[config.mk]
export PLATFORM = sky130hd
export DESIGN_NAME = serial_rx_core
export DESIGN_NICKNAME = d
export VERILOG_FILES = /design/src/rtl/serial_rx_pkg.sv /design/src/rtl/serial_rx_sync.sv /design/src/rtl/serial_rx_framer.sv /design/src/rtl/serial_rx_holding.sv /design/src/rtl/serial_rx_core.sv
export SDC_FILE = /design/constraint.sdc
export NUM_CORES = 1
export LEC_CHECK = 0
export CORE_MARGIN = 2
export CORE_UTILIZATION = 55
export DETAILED_ROUTE_END_ITERATION = 7
export GPL_TIMING_DRIVEN = 1
export PLACE_DENSITY = 0.78
export SLEW_MARGIN = 20
export SYNTH_ARGS = -nofsm -noshare
export SYNTH_HDL_FRONTEND = slang
export SYNTH_HIERARCHICAL = 1
export SYNTH_SLANG_ARGS = --single-unit
[constraint.sdc]
create_clock -name clk -period 5.7 [get_ports clk]
set_clock_uncertainty 0.1 [all_clocks]
set_input_delay 1.14 -clock clk [delete_from_list [all_inputs] [get_ports clk]]
set_output_delay 1.14 -clock clk [all_outputs]
set_load 0.01 [all_outputs]
[src/rtl/serial_rx_pkg.sv]
package serial_rx_pkg;
  typedef enum logic [2:0] {
    RX_IDLE,
    RX_START,
    RX_DATA,
    RX_STOP,
    RX_WAIT_HIGH
  } rx_state_t;
endpackage

[src/rtl/serial_rx_sync.sv]
module serial_rx_sync #(
  parameter int STAGES = 2
) (
  input  logic clk,
  input  logic rst,
  input  logic din,
  output logic dout
);
  logic [STAGES-1:0] chain;

  generate
    if (STAGES == 1) begin : g_single
      always_ff @(posedge clk) begin
        if (rst) chain <= '1;
        else     chain <= din;
      end
    end else begin : g_multi
      always_ff @(posedge clk) begin
        if (rst) chain <= '1;
        else     chain <= {chain[STAGES-2:0], din};
      end
    end
  endgenerate

  assign dout = chain[STAGES-1];
endmodule

[src/rtl/serial_rx_framer.sv]
module serial_rx_framer
  import serial_rx_pkg::*;
#(
  parameter int DATA_BITS  = 8,
  parameter int STOP_BITS  = 1,
  parameter int OVERSAMPLE = 8
) (
  input  logic                 clk,
  input  logic                 rst,
  input  logic                 sample_en,
  input  logic                 rxd,
  output logic                 frame_done,
  output logic                 frame_stop_ok,
  output logic [DATA_BITS-1:0] frame_byte
);
  localparam int CNT_W  = (OVERSAMPLE > 1) ? $clog2(OVERSAMPLE) : 1;
  localparam int BIT_W  = $clog2(DATA_BITS + 1);
  localparam int STOP_W = $clog2(STOP_BITS + 1);
  localparam logic [CNT_W-1:0]  LAST_TICK = CNT_W'(OVERSAMPLE - 1);
  localparam logic [CNT_W-1:0]  MID_TICK  = CNT_W'(OVERSAMPLE / 2 - 1);
  localparam logic [BIT_W-1:0]  LAST_BIT  = BIT_W'(DATA_BITS - 1);
  localparam logic [STOP_W-1:0] LAST_STOP = STOP_W'(STOP_BITS - 1);

  rx_state_t             state;
  logic [CNT_W-1:0]      tick_cnt;
  logic [BIT_W-1:0]      bit_cnt;
  logic [STOP_W-1:0]     stop_cnt;
  logic                  stop_bad;
  logic [DATA_BITS-1:0]  shreg;

  assign frame_byte = shreg;

  always_ff @(posedge clk) begin
    if (rst) begin
      state         <= RX_IDLE;
      tick_cnt      <= '0;
      bit_cnt       <= '0;
      stop_cnt      <= '0;
      stop_bad      <= 1'b0;
      shreg         <= '0;
      frame_done    <= 1'b0;
      frame_stop_ok <= 1'b0;
    end else begin
      frame_done <= 1'b0;
      if (sample_en) begin
        case (state)
          RX_IDLE: begin
            if (!rxd) begin
              state    <= RX_START;
              tick_cnt <= '0;
            end
          end
          RX_START: begin
            if (tick_cnt == MID_TICK) begin
              tick_cnt <= '0;
              if (!rxd) begin
                state   <= RX_DATA;
                bit_cnt <= '0;
              end else begin
                state <= RX_IDLE;
              end
            end else begin
              tick_cnt <= tick_cnt + 1'b1;
            end
          end
          RX_DATA: begin
            if (tick_cnt == LAST_TICK) begin
              tick_cnt <= '0;
              shreg    <= {rxd, shreg[DATA_BITS-1:1]};
              if (bit_cnt == LAST_BIT) begin
                state    <= RX_STOP;
                stop_cnt <= '0;
                stop_bad <= 1'b0;
              end else begin
                bit_cnt <= bit_cnt + 1'b1;
              end
            end else begin
              tick_cnt <= tick_cnt + 1'b1;
            end
          end
          RX_STOP: begin
            if (tick_cnt == LAST_TICK) begin
              tick_cnt <= '0;
              if (stop_cnt == LAST_STOP) begin
                frame_done    <= 1'b1;
                frame_stop_ok <= rxd && !stop_bad;
                state         <= rxd ? RX_IDLE : RX_WAIT_HIGH;
              end else begin
                stop_cnt <= stop_cnt + 1'b1;
                stop_bad <= stop_bad | !rxd;
              end
            end else begin
              tick_cnt <= tick_cnt + 1'b1;
            end
          end
          RX_WAIT_HIGH: begin
            if (rxd) state <= RX_IDLE;
          end
          default: state <= RX_IDLE;
        endcase
      end
    end
  end

  p_done_pulse_r2: assert property (@(posedge clk) disable iff (rst)
    frame_done |=> !frame_done);

  p_wait_no_frame_r10: assert property (@(posedge clk) disable iff (rst)
    (state == RX_WAIT_HIGH) |=> !frame_done);
endmodule

[src/rtl/serial_rx_holding.sv]
module serial_rx_holding #(
  parameter int DATA_BITS = 8
) (
  input  logic                 clk,
  input  logic                 rst,
  input  logic                 frame_done,
  input  logic                 frame_stop_ok,
  input  logic [DATA_BITS-1:0] frame_byte,
  input  logic                 rx_ready,
  output logic [DATA_BITS-1:0] rx_data,
  output logic                 rx_valid,
  output logic                 err_overrun,
  output logic                 err_underrun,
  output logic                 err_break
);
  logic good_frame;
  logic consume;
  logic bad_zero;

  assign good_frame = frame_done && frame_stop_ok;
  assign consume    = rx_valid && rx_ready;
  assign bad_zero   = frame_done && !frame_stop_ok && (frame_byte == '0);

  always_ff @(posedge clk) begin
    if (rst) begin
      rx_data      <= '0;
      rx_valid     <= 1'b0;
      err_overrun  <= 1'b0;
      err_underrun <= 1'b0;
      err_break    <= 1'b0;
    end else begin
      if (good_frame && (!rx_valid || rx_ready)) begin
        rx_data  <= frame_byte;
        rx_valid <= 1'b1;
      end else if (consume) begin
        rx_valid <= 1'b0;
      end
      if (good_frame && rx_valid && !rx_ready) err_overrun  <= 1'b1;
      if (rx_ready && !rx_valid)               err_underrun <= 1'b1;
      if (bad_zero)                            err_break    <= 1'b1;
    end
  end

  p_hold_until_read_r4: assert property (@(posedge clk) disable iff (rst)
    (rx_valid && !rx_ready) |=> (rx_valid && $stable(rx_data)));

  p_overrun_r6: assert property (@(posedge clk) disable iff (rst)
    (frame_done && frame_stop_ok && rx_valid && !rx_ready)
      |=> (err_overrun && $stable(rx_data)));

  p_coincide_r7: assert property (@(posedge clk) disable iff (rst)
    (frame_done && frame_stop_ok && rx_valid && rx_ready)
      |=> (rx_valid && rx_data == $past(frame_byte) && !$rose(err_overrun)));

  p_underrun_r8: assert property (@(posedge clk) disable iff (rst)
    (rx_ready && !rx_valid) |=> err_underrun);

  p_break_r9: assert property (@(posedge clk) disable iff (rst)
    (frame_done && !frame_stop_ok) |=> !$rose(rx_valid));

  p_sticky_r11: assert property (@(posedge clk) disable iff (rst)
    (err_overrun || err_underrun || err_break)
      |=> ($countones({err_overrun, err_underrun, err_break}) >=
           $countones($past({err_overrun, err_underrun, err_break}))));
endmodule

[src/rtl/serial_rx_core.sv]
module serial_rx_core #(
  parameter int DATA_BITS   = 8,
  parameter int STOP_BITS   = 1,
  parameter int OVERSAMPLE  = 8,
  parameter int SYNC_STAGES = 2
) (
  input  logic                 clk,
  input  logic                 rst,
  input  logic                 sample_en,
  input  logic                 rxd,
  input  logic                 rx_ready,
  output logic [DATA_BITS-1:0] rx_data,
  output logic                 rx_valid,
  output logic                 err_overrun,
  output logic                 err_underrun,
  output logic                 err_break
);
  logic                 rxd_sync;
  logic                 frame_done;
  logic                 frame_stop_ok;
  logic [DATA_BITS-1:0] frame_byte;

  serial_rx_sync #(.STAGES(SYNC_STAGES)) u_sync (
    .clk  (clk),
    .rst  (rst),
    .din  (rxd),
    .dout (rxd_sync)
  );

  serial_rx_framer #(
    .DATA_BITS  (DATA_BITS),
    .STOP_BITS  (STOP_BITS),
    .OVERSAMPLE (OVERSAMPLE)
  ) u_framer (
    .clk           (clk),
    .rst           (rst),
    .sample_en     (sample_en),
    .rxd           (rxd_sync),
    .frame_done    (frame_done),
    .frame_stop_ok (frame_stop_ok),
    .frame_byte    (frame_byte)
  );

  serial_rx_holding #(.DATA_BITS(DATA_BITS)) u_hold (
    .clk           (clk),
    .rst           (rst),
    .frame_done    (frame_done),
    .frame_stop_ok (frame_stop_ok),
    .frame_byte    (frame_byte),
    .rx_ready      (rx_ready),
    .rx_data       (rx_data),
    .rx_valid      (rx_valid),
    .err_overrun   (err_overrun),
    .err_underrun  (err_underrun),
    .err_break     (err_break)
  );
endmodule

Word level (Yosys, flattened, before mapping)

Index checks and enable logic that the tools add are counted.

Add/sub/neg operators: 3
Equality and inequality tests: 17
Muxes and demuxes: 30
Bitwise logic cells: 5
Reduce and logical (&&, ||, !) cells: 30

Operators with widths:

| cell                  | number |
|---|---|
| $mux W3               | 11 |
| $mux W4               | 4 |
| $pmux W3 S5           | 1 |
| $reduce_and A6 Y1     | 2 |
| $ne A2 B1 Y1 const B  | 5 |
| $ne A2 B2 Y1 const B  | 5 |
| $eq A3 B2 Y1 const B  | 3 |
| $logic_and A1 B1 Y1   | 9 |
| $mux W1               | 9 |
| $pmux W3 S3           | 1 |
| $logic_not A8 Y1      | 1 |
| $pmux W4 S2           | 1 |
| $reduce_and A8 Y1     | 1 |
| $eq A3 B3 Y1 const B  | 2 |
| $reduce_and A3 Y1     | 2 |
| $reduce_bool A2 Y1    | 3 |
| $logic_not A1 Y1      | 5 |
| $reduce_and A5 Y1     | 1 |
| $add A4 B1 Y4 const B | 1 |
| $eq A4 B3 Y1 const B  | 1 |
| $not A1 Y1            | 4 |
| $pmux W1 S2           | 2 |
| $reduce_and A4 Y1     | 1 |
| $reduce_or A4 Y1      | 1 |
| 9 further kinds       | 9 |

Bits in registers: 36
Logic and storage cells: 99

Longest topological paths before layout

Gate-level depths: netlist of the first run.

Depth in word-level cells: 5
Mapped depth: 7

Hierarchy

Netlist of the first run, hierarchy kept.

By module, submodules not included:

| module            | instances | cells each | area each (um^2) | sequential area each (um^2) |
|---|---|---|---|---|
| serial_rx_framer  | 1         | 117        | 1064.8           | 420.4 |
| serial_rx_holding | 1         | 55         | 466.7            | 240.2 |
| serial_rx_sync    | 1         | 4          | 52.6             | 40.0 |

Least setup slack after synthesis of the first run

No wires, ideal clock.

Path kind: input to register
From: input port rst
To: register u_framer.bit_cnt[1]
Arrival time: 1855 ps
Path slack: 3630 ps
Stages: 4
Path buffers: 1
Cell sequence: clkbuf_1 -> inv_1 -> o311a_1 -> a31o_1

RTL lines:

| element              | line                   | text |
|---|---|---|
| start, declared      | serial_rx_core.sv:8    | `input logic rst,` |
| end signal, assigned | serial_rx_framer.sv:75 | `bit_cnt <= bit_cnt + 1'b1;` |
| end, declared        | serial_rx_framer.sv:26 | `logic [BIT_W-1:0] bit_cnt;` |

Worst setup path after layout of the first run

From: register u_hold.rx_valid
To: output port rx_valid

RTL lines:

| element                | line                    | text |
|---|---|---|
| start, declared        | serial_rx_holding.sv:11 | `output logic rx_valid,` |
| start signal, assigned | serial_rx_holding.sv:27 | `rx_valid <= 1'b0;` |
| start signal, assigned | serial_rx_holding.sv:34 | `rx_valid <= 1'b1;` |
| start signal, assigned | serial_rx_holding.sv:36 | `rx_valid <= 1'b0;` |
| end, declared          | serial_rx_core.sv:13    | `output logic rx_valid,` |

No word-level cell between the ends.

==> metrics.json, run 1 <==
{
  "run_status": "finished clean",
  "fraction_of_final_layout_cells_with_drive_strength_greater_than_1_pct": 6.88,
  "routed_wirelength_mm": 3.20,
  "vdd_drop_max_uv": 219,
  "layout_commonest_cell": "sky130_fd_sc_hd__dfxtp_1",
  "timing.max_cap.violations": 0,
  "synthDistinctLibCells": 41,
  "synth_async_sr_flop_share_pct": 0,
  "grt_pass1_wl_mm": 5.31,
  "wirelength_met1_mm": 1.49,
  "fill_cells": 238,
  "io_pins": 17,
  "cts_repair_resize_count": 0,
  "finalSetupViolCount": 0,
  "post-dp-hpwl_mm": 2.30,
  "hold_violations": 0,
  "final-max-slew-violation-count": 0,
  "syn-num-nets": 187,
  "number_of_non_filler_instances_in_the_completed_layout": 220,
  "slew_headroom_pct": 64.0,
  "core_area_um2": 2760,
  "path_cells": "clkdlybuf4s50_1",
  "clock_tree.root_cell": "sky130_fd_sc_hd__clkbuf_4",
  "critical_path_required_ps": 4460,
  "drcViolationCount": 0,
  "cellPowerDensity_nw_per_um2": 222,
  "dpl.cell_count": 213,
  "cts_htree_levels": 2,
  "grt.overflow.total": 0,
  "achievable-frequency_mhz": 396,
  "synth-edff-count": 0,
  "drt-vias-per-instance": 5.92,
  "n_antenna_cell": 0,
  "initial_core_util_pct": 57.4,
  "syn-instance-count": 176,
  "finish.net_count": 200,
  "cts.repair_timing.setup_buffer_count": 0,
  "met3_length_um": 105,
  "ys_dominant_reg_cell": "sky130_fd_sc_hd__dfxtp_1",
  "cp_max_stage_delay_ps": 550,
  "finalCritPeriodShare_pct": 44.3,
  "yosys_register_bits": 35,
  "worst_setup_path_start_kind": "flip-flop",
  "fp.dieH_um": 57.7,
  "cts.sinks": 35,
  "clk_lat_worst_skew_ps": 330,
  "critPathBufInv": 1,
  "antenna_found_initial": 0,
  "clock_tree.buffer_depth": 2,
  "arrival_ps": 1280,
  "synth_seq_area_share_pct": 44.2,
  "post_synth_instance_area_um2": 1580,
  "weighted_congestion_reported_at_the_end_of_routability_driven_placement": 0.802,
  "layout.cells.most_common_list": "35 x sky130_fd_sc_hd__dfxtp_1, 18 x sky130_fd_sc_hd__nor2_1, 17 x sky130_fd_sc_hd__a21oi_1, 15 x sky130_fd_sc_hd__clkdlybuf4s50_1",
  "cts_buffers": 5,
  "critical_path_slowest_stage_cell": "sky130_fd_sc_hd__clkdlybuf4s50_1",
  "power.static_leakage_nw": 0.611,
  "detail_route.wl_per_cell_um": 14.6,
  "max_slew.worst_pin.slew_ps": 540,
  "grt_max_degree": 34,
  "final_period_demand_of_the_worst_path_ps": 2520,
  "highest_layer": "met4",
  "hold_path.class": "reg2reg",
  "first_iter_violations": 24,
  "layout.cell_area.non_filler_um2": 1770,
  "routed-wl-met2_mm": 1.56,
  "io_buffer_count": 16,
  "detailed_place.area_um2": 1720,
  "num_vias": 1303,
  "gr-usage-all-layers_pct": 20.8,
  "fp.dieW_um": 57.7,
  "synthesis.area_per_instance_um2": 9.00,
  "grt_pass1_vias": 1253,
  "clock_tree_from_tritoncts": "built",
  "endpoint_kind": "primary output",
  "critical_path_peak_fanout": 4,
  "final_antenna_net_count": 0,
  "post_cts_hold_buffer_count": 0,
  "floorplan.rows": 19,
  "clkTransAtPathRegs_ps": 100,
  "timing.setup.tns_ps": 0,
  "grt_setup_unrepaired": "no",
  "synth_warnings": 6,
  "critical_path_class": "reg2out",
  "cp_top_family": "buffers and inverters",
  "die_outline_area_um2": 3330,
  "synthToLayoutAreaGrowth_pct": 11.9,
  "drt_first_pass_iters": 4
}
[path summary, 6_finish.rpt]
kind	endpoint	slack, ps	startpoint	depth (start not counted)
min reg2reg	u_framer/stop_bad	340	u_framer/stop_bad	2
min	u_framer/stop_bad	340	u_framer/stop_bad	2
max reg2reg	u_framer/state[0]	3500	u_framer/tick_cnt[0]	6
max	rx_valid	3180	u_hold/rx_valid	1
[synthesized netlist by cell type (4+ instances only)]
library cell                n  area [um^2]
sky130_fd_sc_hd__dfxtp_1   35          701
sky130_fd_sc_hd__ha_1       6         75.1
sky130_fd_sc_hd__nand3_1   11         55.1
sky130_fd_sc_hd__nor2_1    18         67.6
sky130_fd_sc_hd__o21ai_0    9         45.0
sky130_fd_sc_hd__a21oi_1   17         85.1
sky130_fd_sc_hd__inv_1      7         26.3
sky130_fd_sc_hd__clkbuf_1   4         15.0
sky130_fd_sc_hd__nand2_1    7         26.3
sky130_fd_sc_hd__buf_4      4         30.0
sky130_fd_sc_hd__nand2b_1   6         37.5
sky130_fd_sc_hd__mux2i_1   11          110
[cells by family (layout without fill, tap and decap cells)]
kind of cell    Yosys count  in the layout  share of synthesized area, %
compound gates           44             44                          16.8
mux                      11             11                          6.95
buf+inv                  17             30                          5.53
flops                    35             35                          44.2
fa+ha+maj                 6              6                          4.74
simple gates             63             63                          21.7
[worst reg2reg max path, cell delays in order, from the launching register on]
cell and delay (ps):
sky130_fd_sc_hd__dfxtp_1 330, sky130_fd_sc_hd__ha_1 250, sky130_fd_sc_hd__ha_1 190, sky130_fd_sc_hd__or3b_2 490, sky130_fd_sc_hd__a21boi_0 140, sky130_fd_sc_hd__o21ai_0 390, sky130_fd_sc_hd__mux2i_1 240
[routing by layer]
metal	track usage (%)	vias up
met5	0	-
met4	10.3	0
met3	5.80	7
met2	33.4	22
met1	25.7	620
li1	-	654
[sequential cells by signal, summed over array words and instances, names as in the netlist]
name	flops
u_framer/bit_cnt	4
u_hold/err_break	1
u_framer/tick_cnt	3
u_framer/state	3
u_hold/rx_valid	1
u_framer/frame_stop_ok	1
u_sync/chain	2
u_hold/err_overrun	1
u_framer/frame_done	1
u_framer/frame_byte	8
u_hold/rx_data	8
u_framer/stop_bad	1
u_hold/err_underrun	1
[stage by stage]
step | worst slack [ps] | hold slack [ps] | util, % | power, mW
2_1_floorplan | 3630 | 283 | - | 0.261
3_3_place_gp | 2440 | 297 | 62.4 | 0.267
3_5_place_dp | 2390 | 322 | 62.4 | 0.268
4_1_cts | 2780 | 338 | 64.5 | 0.400
5_1_grt | 3140 | 355 | 64.3 | 0.411
6_report | 3180 | 342 | 64.3 | 0.394
[final cells by class]
cell class	instances	area, um^2	share of cell area (%)
Multi-Input combinational cell	124	796	44.9
Sequential cell	35	701	39.5
Timing Repair Buffer	16	155	8.75
Clock buffer	6	51.3	2.89
Tap cell	31	38.8	2.19
Inverter	7	26.3	1.48
Clock inverter	1	5.00	0.282
[report_power, final]
group / leakage [nW] / switching (mW) / internal, mW
clock: 0.0341 / 0.0754 / 0.0571
sequential: 0.283 / 0.00173 / 0.246
combinational: 0.294 / 0.00889 / 0.00549
total: 0.611 / 0.0861 / 0.308
Power figures use the tool's default switching activity.
==> run 2: changes to the inputs <==
==> constraint.sdc (replaced) <==
create_clock -name clk -period 2.4 [get_ports clk]
set_clock_uncertainty 0.1 [all_clocks]
set_input_delay 0.48 -clock clk [delete_from_list [all_inputs] [get_ports clk]]
set_output_delay 0.48 -clock clk [all_outputs]
set_load 0.01 [all_outputs]
==> run 2 against run 1 <==
Compared with the run above:
- combinational power grew to 2.6 times the previous value
- non-clock buffer count is 2 higher
- clock power grew to 3.9 times the previous value
- sequential power is 140% higher
- highest routed layer unchanged
==> metrics.json, run 2 (synthesized netlist as in run 1, its figures left out) <==
{
  "run_status": "finished clean",
  "grt.overflow.total": 0,
  "layout.cell_area.non_filler_um2": 1840,
  "num_vias": 1338,
  "detail_route.wl_per_cell_um": 14.9,
  "endpoint_kind": "flip-flop",
  "vdd_drop_max_uv": 538,
  "timing.setup.tns_ps": 0,
  "grt_pass1_vias": 1251,
  "drcViolationCount": 0,
  "cp_top_family": "compound AO/OA/AOI/OAI gates",
  "timing.max_cap.violations": 0,
  "detailed_place.area_um2": 1740,
  "cts.sinks": 35,
  "drt_first_pass_iters": 5,
  "n_antenna_cell": 0,
  "finalCritPeriodShare_pct": 90.2,
  "total_power_mw": 1.15,
  "drt-vias-per-instance": 6.00,
  "final_period_demand_of_the_worst_path_ps": 2160,
  "final_antenna_net_count": 0,
  "fp.dieW_um": 57.7,
  "fp.dieH_um": 57.7,
  "hold_violations": 0,
  "worst_setup_path_start_kind": "flip-flop",
  "clock_tree_from_tritoncts": "built",
  "hold_path.class": "reg2reg",
  "layout_commonest_cell": "sky130_fd_sc_hd__dfxtp_1",
  "antenna_found_initial": 0,
  "cts_repair_resize_count": 0,
  "critical_path_required_ps": 2570,
  "clock_tree.buffer_depth": 2,
  "cp_max_stage_delay_ps": 490,
  "cellPowerDensity_nw_per_um2": 624,
  "power.static_leakage_nw": 0.639,
  "die_outline_area_um2": 3330,
  "clkTransAtPathRegs_ps": 110,
  "initial_core_util_pct": 57.4,
  "finish.net_count": 202,
  "fraction_of_final_layout_cells_with_drive_strength_greater_than_1_pct": 7.29,
  "fill_cells": 239,
  "floorplan.rows": 19,
  "grt_pass1_wl_mm": 5.51,
  "critPathBufInv": 0,
  "critical_path_class": "reg2reg",
  "post-dp-hpwl_mm": 2.34,
  "cts_htree_levels": 2,
  "path_cells": "ha_1 -> ha_1 -> or3b_2 -> a21boi_0 -> o21ai_0 -> mux2i_1",
  "slew_headroom_pct": 73.7,
  "critical_path_peak_fanout": 4,
  "post_cts_hold_buffer_count": 0,
  "routed_wirelength_mm": 3.32,
  "synthToLayoutAreaGrowth_pct": 16.0,
  "clock_tree.root_cell": "sky130_fd_sc_hd__clkbuf_4",
  "grt_max_degree": 17,
  "layout.cells.most_common_list": "35 x sky130_fd_sc_hd__dfxtp_1, 18 x sky130_fd_sc_hd__nor2_1, 17 x sky130_fd_sc_hd__a21oi_1, 16 x sky130_fd_sc_hd__clkdlybuf4s50_1",
  "arrival_ps": 2330,
  "first_iter_violations": 104,
  "clk_lat_worst_skew_ps": 340,
  "cts.repair_timing.setup_buffer_count": 0,
  "io_buffer_count": 16,
  "weighted_congestion_reported_at_the_end_of_routability_driven_placement": 0.854,
  "final-max-slew-violation-count": 0,
  "post-route-util_pct": 66.7,
  "max_slew.worst_pin.slew_ps": 390,
  "cts_buffers": 5,
  "io_pins": 17,
  "critical_path_slowest_stage_cell": "sky130_fd_sc_hd__or3b_2",
  "finalSetupViolCount": 0,
  "grt_setup_unrepaired": "no",
  "core_area_um2": 2760,
  "achievable-frequency_mhz": 462,
  "cpMostUsedCell": "sky130_fd_sc_hd__ha_1",
  "gr-usage-all-layers_pct": 21.7
}
==> run 2: cell count changes in the layout (fill, tap and decap cells not counted) <==
cell / delta
sky130_fd_sc_hd__clkdlybuf4s50_1: +1
sky130_fd_sc_hd__clkinv_2: -1
sky130_fd_sc_hd__buf_4: +2
sky130_fd_sc_hd__clkbuf_8: -1
sky130_fd_sc_hd__bufinv_16: +2
sky130_fd_sc_hd__clkbuf_1: +1
sky130_fd_sc_hd__buf_2: -1
==> run 2: worst reg2reg max path, delay by kind of cell (launching register included) <==
family	cells	cell delay (ps)
mux	1	230
simple gates	1	490
compound gates	2	500
fa+ha+maj	2	440
flops	1	340
==> run 2: layer usage <==
metal | global-route usage (%) | share of wire (%)
met1 | 28.1 | 45
met2 | 33.3 | 49
met3 | 5.36 | 4.7
met4 | 11.6 | 1.2
met5 | 0 | 0
==> run 2: final timing paths <==
| kind | startpoint | slack [ps] | to | cells after the start |
|---|---|---|---|---|
| worst max register to register | u_framer/tick_cnt[0] | 240 | u_framer/state[0] | 6 |
| worst max-delay path | u_framer/tick_cnt[0] | 240 | u_framer/state[0] | 6 |
| worst min-delay path | u_sync/chain[0] | 330 | u_sync/chain[1] | 1 |
| worst min register to register | u_sync/chain[0] | 330 | u_sync/chain[1] | 1 |
==> run 2: area by class of cell <==
cell class                 count  area (um^2)  share of cell area, %
timing repair buffer          18          175                   9.53
sequential                    35          701                   38.1
clock inverter                 2         60.1                   3.27
tap                           31         38.8                   2.11
inverter                       7         26.3                   1.43
clock buffer                   6         41.3                   2.25
multi-input combinational    124          796                   43.3
==> run 2: metrics by stage <==
stage	hold slack (ps)	std cells	setup slack (ps)
detailed placement	315	215	278
finish	326	223	236
floorplan	283	176	440
global route	368	223	61.5
global placement	298	215	357
CTS	336	223	228
==> run 2: report_power, final <==
| part | total (mW) | leakage, nW | internal (mW) | switching, mW |
|---|---|---|---|---|
| clock network | 0.522 | 0.0525 | 0.325 | 0.197 |
| logic | 0.0375 | 0.304 | 0.0160 | 0.0215 |
| registers | 0.588 | 0.283 | 0.584 | 0.00426 |
